===== src/rtl/ld_pkg.sv =====
package ld_pkg;
  typedef enum logic [1:0] {
    SEL_LOWER = 2'd0,
    SEL_UPPER = 2'd1,
    SEL_DWELL = 2'd2,
    SEL_CTRL  = 2'd3
  } ld_sel_e;

  localparam int CTRL_POL_BIT = 4;
endpackage


===== src/rtl/ld_regs.sv =====
module ld_regs
  import ld_pkg::*;
#(
  parameter int THR_W   = 10,
  parameter int DWELL_W = 20,
  parameter int DLY_W   = 3
) (
  input  logic               clk,
  input  logic               rst,
  input  logic               wr_en,
  input  logic [1:0]         wr_addr,
  input  logic [DWELL_W-1:0] wr_data,
  output logic [THR_W-1:0]   lower_thr,
  output logic [THR_W-1:0]   upper_thr,
  output logic [DWELL_W-1:0] dwell,
  output logic               pol,
  output logic [DLY_W-1:0]   dly
);
  always_ff @(posedge clk) begin
    if (rst) begin
      lower_thr <= '0;
      upper_thr <= '0;
      dwell     <= '0;
      pol       <= 1'b0;
      dly       <= '0;
    end else if (wr_en) begin
      case (ld_sel_e'(wr_addr))
        SEL_LOWER: lower_thr <= wr_data[THR_W-1:0];
        SEL_UPPER: upper_thr <= wr_data[THR_W-1:0];
        SEL_DWELL: dwell     <= wr_data;
        SEL_CTRL: begin
          pol <= wr_data[CTRL_POL_BIT];
          dly <= wr_data[DLY_W-1:0];
        end
        default: ;
      endcase
    end
  end

  // a write to the lower threshold is visible on the next clock
  assert_wr_lower_R2: assert property (@(posedge clk) disable iff (rst)
    (wr_en && wr_addr == 2'd0) |=> (lower_thr == $past(wr_data[THR_W-1:0])));
endmodule


===== src/rtl/ld_core.sv =====
module ld_core #(
  parameter int SAMPLE_W = 14,
  parameter int THR_W    = 10,
  parameter int DWELL_W  = 20
) (
  input  logic                clk,
  input  logic                rst,
  input  logic [SAMPLE_W-1:0] sample,
  input  logic [THR_W-1:0]    lower_thr,
  input  logic [THR_W-1:0]    upper_thr,
  input  logic [DWELL_W-1:0]  dwell,
  output logic                active
);
  logic [THR_W-1:0]   msb;
  logic               at_upper;
  logic               above_lower;
  logic               enabled;
  logic [DWELL_W-1:0] cnt;

  assign msb         = sample[SAMPLE_W-1 -: THR_W];
  assign at_upper    = (msb >= upper_thr);
  assign above_lower = (msb > lower_thr);
  assign enabled     = (dwell != '0);

  always_ff @(posedge clk) begin
    if (rst) begin
      active <= 1'b0;
      cnt    <= '0;
    end else if (!enabled) begin
      active <= 1'b0;
      cnt    <= '0;
    end else if (!active) begin
      if (at_upper) begin
        active <= 1'b1;
        cnt    <= dwell;
      end
    end else if (at_upper || above_lower) begin
      cnt <= dwell;
    end else if (cnt <= 1) begin
      active <= 1'b0;
      cnt    <= '0;
    end else begin
      cnt <= cnt - 1'b1;
    end
  end

  // reaching the upper threshold while enabled activates the indicator
  assert_rise_R3: assert property (@(posedge clk) disable iff (rst)
    (enabled && at_upper) |=> active);
  // a sample above the lower threshold keeps an active indicator active
  assert_hold_R4: assert property (@(posedge clk) disable iff (rst)
    (active && enabled && above_lower) |=> active);
  // a zero dwell count forces the indicator inactive
  assert_disable_R6: assert property (@(posedge clk) disable iff (rst)
    (!enabled) |=> !active);
  // an active indicator always has a pending dwell count
  assert_cnt_live_R5: assert property (@(posedge clk) disable iff (rst)
    active |-> (cnt != '0));
endmodule


===== src/rtl/ld_outstage.sv =====
module ld_outstage #(
  parameter int DLY_W = 3
) (
  input  logic             clk,
  input  logic             rst,
  input  logic             active,
  input  logic             pol,
  input  logic [DLY_W-1:0] dly,
  output logic             ind_out,
  output logic             ind_out_n
);
  localparam int MAX_DLY = (1 << DLY_W) - 1;

  logic [MAX_DLY:0] hist;
  logic             tap;

  assign hist[0] = active;

  generate
    for (genvar i = 1; i <= MAX_DLY; i++) begin : g_stage
      always_ff @(posedge clk) begin
        if (rst) hist[i] <= 1'b0;
        else     hist[i] <= hist[i-1];
      end
    end
  endgenerate

  assign tap = hist[dly];

  always_ff @(posedge clk) begin
    if (rst) begin
      ind_out   <= 1'b0;
      ind_out_n <= 1'b1;
    end else begin
      ind_out   <= tap ^ pol;
      ind_out_n <= ~(tap ^ pol);
    end
  end

  // the output pair is complementary
  assert_pair_R9: assert property (@(posedge clk) disable iff (rst)
    ind_out == !ind_out_n);
endmodule


===== src/rtl/level_detect_top.sv =====
module level_detect_top #(
  parameter int SAMPLE_W = 14,
  parameter int THR_W    = 10,
  parameter int DWELL_W  = 20,
  parameter int DLY_W    = 3
) (
  input  logic                clk,
  input  logic                rst,
  input  logic                wr_en,
  input  logic [1:0]          wr_addr,
  input  logic [DWELL_W-1:0]  wr_data,
  input  logic [SAMPLE_W-1:0] sample,
  output logic                ind_out,
  output logic                ind_out_n
);
  logic [THR_W-1:0]   lower_thr;
  logic [THR_W-1:0]   upper_thr;
  logic [DWELL_W-1:0] dwell;
  logic               pol;
  logic [DLY_W-1:0]   dly;
  logic               active;

  ld_regs #(.THR_W(THR_W), .DWELL_W(DWELL_W), .DLY_W(DLY_W)) u_regs (
    .clk(clk), .rst(rst), .wr_en(wr_en), .wr_addr(wr_addr), .wr_data(wr_data),
    .lower_thr(lower_thr), .upper_thr(upper_thr), .dwell(dwell),
    .pol(pol), .dly(dly)
  );

  ld_core #(.SAMPLE_W(SAMPLE_W), .THR_W(THR_W), .DWELL_W(DWELL_W)) u_core (
    .clk(clk), .rst(rst), .sample(sample), .lower_thr(lower_thr),
    .upper_thr(upper_thr), .dwell(dwell), .active(active)
  );

  ld_outstage #(.DLY_W(DLY_W)) u_out (
    .clk(clk), .rst(rst), .active(active), .pol(pol), .dly(dly),
    .ind_out(ind_out), .ind_out_n(ind_out_n)
  );
endmodule


===== config.mk =====
export PLATFORM = sky130hd
export DESIGN_NAME = level_detect_top
export DESIGN_NICKNAME = d
export VERILOG_FILES = /design/src/rtl/ld_pkg.sv /design/src/rtl/ld_regs.sv /design/src/rtl/ld_core.sv /design/src/rtl/ld_outstage.sv /design/src/rtl/level_detect_top.sv
export SDC_FILE = /design/constraint.sdc
export NUM_CORES = 1
export LEC_CHECK = 0
export BUFFER_PORTS_ARGS = -buffer_cell sky130_fd_sc_hd__buf_2
export CORE_MARGIN = 2
export CORE_UTILIZATION = 55
export DETAILED_ROUTE_END_ITERATION = 6
export HOLD_SLACK_MARGIN = 0.05
export PLACE_DENSITY_LB_ADDON = 0.2
export SETUP_SLACK_MARGIN = 0.05
export SYNTH_ARGS = -nofsm -noshare
export SYNTH_HDL_FRONTEND = slang
export SYNTH_SLANG_ARGS = --single-unit

===== constraint.sdc =====
create_clock -name clk -period 4.5 [get_ports clk]
set_input_delay 1.125 -clock clk [delete_from_list [all_inputs] [get_ports clk]]
set_output_delay 1.125 -clock clk [all_outputs]
set_load 0.01 [all_outputs]

==> reports/results.tsv <==
stage	metric	value	unit
global_route	grt_pass1_wl	15100	um
floorplanning	dieArea	0.00769	mm2
global_route	grt_max_degree	55	
layout	final_util	63.2	%
cts	clock_path_buffers	2	
routing	num_vias	3477	
layout	seq_area	0.00148	mm2
power	p_leak	1.65	nW
power	seqPwrFrac	42.6	%
floorplanning	core	0.00679	mm2
timing	worst_pin_slew	1230	ps
timing	min_period	3140	ps
place	io_buffers	36	
cts	postCtsSetupBuffers	0	
cts	cts_buffers	9	
global_route	grt-ovfl-total	0	
power	swShare	34.2	%
timing	hold_viol_final	0	
run_status	status	complete, no violations	
yosys	synth_top_area_share	38.5	%
yosys	synth.avg_cell_area	7.97	um2
timing	drv_slew	0	
hold_path	holdCritPathClass	register to register	
layout	finalNetCount	573	
floorplanning	rows	30	
critical_path	cp-end-kind	register	
routing	drtAntennaViolNets	0	
timing	fmax	318	MHz
power	power_frac_comb	25.1	%
layout	antenna_cells	0	
cts	numClockSinks	74	
yosys	ys_seq_area_share	38.5	%
yosys	yosys_warnings	0	
yosys	synth_cell_types	51	
routing	dr.pass1.iters	4	
timing	fin_setup_tns	0	ps
yosys	synth_top_area_cell	dfxtp_1	
yosys	synth_area_leaders	dfxtp_1 38%, nand2_1 9.6%, ha_1 7.1%	
timing	hold_slack	458	ps
global_route	grt_antenna_before_repair	0	
timing	rsz0062_at_grt	false	
floorplanning	start_util	56.7	%
yosys	synth_seq_cells	74	
layout	multi_input_area	0.00216	mm2
run	maxCapViolCount	0	
cts	root_buffer	clkbuf_8	
timing	min_period_over_period	69.8	%
cts	h-tree-depth	3	
routing	routed_via_density	5.67	
routing	drt_iter0_drc	248	
critical_path	start_kind	input pin	
routing	wl_per_cell	14.9	um
yosys	async_flop_share	0	%
critical_path	cp.required	4790	ps
timing	setup_viol	0	
yosys	syn_inst	483	
place	gp_congestion	0.864	
yosys	synth_area	0.00385	mm2
global_route	grt_use_total	25.2	%
power	ir_worst_vdd	0.203	mV
power	p_sw	0.581	mW
routing	routed_wl	9140	um
yosys	synth.most_common_cell	nand2_1	
global_route	grt_pass1_vias	3177	
critical_path	cp.arrival	3430	ps
routing	route.met2.wl	4290	um
routing	top_layer_used	met4	
floorplanning	ios	41	
layout	drive_gt1_share	14.3	%
cts	postCtsHoldBufs	0	
routing	wl_met3	499	um
routing	drcViolationCount	0	
routing	wl_met1	4120	um
layout	n_fill_cell	592	
yosys	netlist_top_cells_count	98 x nand2_1, 74 x dfxtp_1, 49 x a21oi_1, 40 x nor2_1, 34 x inv_1	
layout	syn2layout_area_growth	11.5	%
floorplanning	die_h	87.7	um
power	p_clk_share	32.3	%
cts	clkTransAtPathRegs	80	ps
critical_path	crit_fanout	12	
power	power-per-cell-area	396	mW/mm2
cts	clock_latency	360	ps
cts	cts_resized	0	
timing	fin_skew	11.3	ps
critical_path	crit_type	input pin to register	
yosys	synth_flop_cell	dfxtp_1	
yosys	syn-num-nets	544	
place	dpl.hpwl	6460	um
yosys	synth_edf_count	0	
cts	cts_tree	yes	
floorplanning	dieWidth	87.7	um
timing	slew_headroom	17.8	%
power	intPower	1.12	mW
## routing by layer
layer	up-vias	global-route usage, %
met1	1594	33.4
met2	113	40.2
li1	1748	-
met3	22	5.37
met4	0	10.1
met5	-	0
## sequential cells by signal, indices dropped and copies added, names as in the netlist
signal / flops
u_regs.dwell: 20
u_out.ind_out: 1
u_core.cnt: 20
u_regs.pol: 1
u_out.ind_out_n: 1
u_regs.upper_thr: 10
u_regs.lower_thr: 10
u_core.active: 1
u_regs.dly: 3
u_out.hist: 7
## kinds of logic (layout without fill, tap and decap cells)
| kind of cell | after synthesis | count (layout) | share of synthesized area, % |
|---|---|---|---|
| compound gates | 116 | 116 | 19.8 |
| xor+xnor | 9 | 9 | 2.05 |
| fa+ha+maj | 22 | 22 | 7.15 |
| buf+inv | 54 | 88 | 5.56 |
| flops | 74 | 74 | 38.5 |
| mux | 9 | 9 | 2.99 |
| simple gates | 199 | 199 | 24.0 |
## worst paths after layout
| path | startpoint | endpoint | slack (ps) | cells past startpoint |
|---|---|---|---|---|
| min | u_regs.upper_thr[9] | u_regs.upper_thr[9] | 460 | 2 |
| max reg2reg | u_regs.upper_thr[7] | u_core.cnt[11] | 1880 | 8 |
| min reg2reg | u_regs.upper_thr[9] | u_regs.upper_thr[9] | 460 | 2 |
| max | sample[11] | u_core.cnt[11] | 1360 | 8 |
## stage by stage
step	cell area [um2]	worst slack, ps	power (mW)	cells
finish	4290	1360	1.70	613
global route	4290	1210	1.79	613
CTS	4290	1420	1.70	613
detailed placement	4090	1060	1.15	597
global placement	4090	1060	1.14	597
floorplan	3850	1420	1.05	483
## placed cells by master (no fill, tap or decap), types with 2 or more instances in the layout
master	Yosys	routed
nand2_1	98	98
dfxtp_1	74	74
a21oi_1	49	49
nor2_1	40	40
buf_2	2	36
inv_1	34	34
ha_1	22	22
o21ai_0	18	18
nor2b_1	11	11
nand4_1	11	11
o211ai_1	11	11
a211oi_1	9	9
clkbuf_8	0	9
nor4_1	7	7
mux2i_1	7	7
nor3_1	6	6
xor2_1	6	6
a221oi_1	6	6
nand2b_1	5	5
nand3_1	5	5
a21o_1	4	4
xnor2_1	3	3
o2111ai_1	3	3
or2_2	2	2
o31ai_1	2	2
and2_2	2	2
or4_4	2	2
a22oi_1	2	2
mux4_2	2	2
a221oi_2	2	2
clkinvlp_4	0	2
inv_6	0	2
inv_8	0	2
buf_4	0	2
## power by group through the flow
stage / clock [mW] / combinational [mW] / sequential [mW]
CTS: 0.558 / 0.418 / 0.723
floorplan: 0 / 0.324 / 0.727
global route: 0.586 / 0.474 / 0.728
finish: 0.548 / 0.426 / 0.724
global placement: 0 / 0.405 / 0.737
detailed placement: 0 / 0.414 / 0.738
## area by class of cell
class,count,share of cell area [%]
inverter,34,2.97
multi-input combinational,355,50.3
clock buffer,9,2.88
timing repair buffer,38,4.55
tap,96,2.80
clock inverter,7,1.98
sequential,74,34.5
## worst max-delay path, stage by stage
cell,delay (ps)
buf_2,110
ha_1,310
a211oi_1,310
o21ai_0,170
a21oi_1,450
nand2_1,380
a221o_1,390
a22oi_1,170
Note: power is estimated with default switching activity, not from simulation.
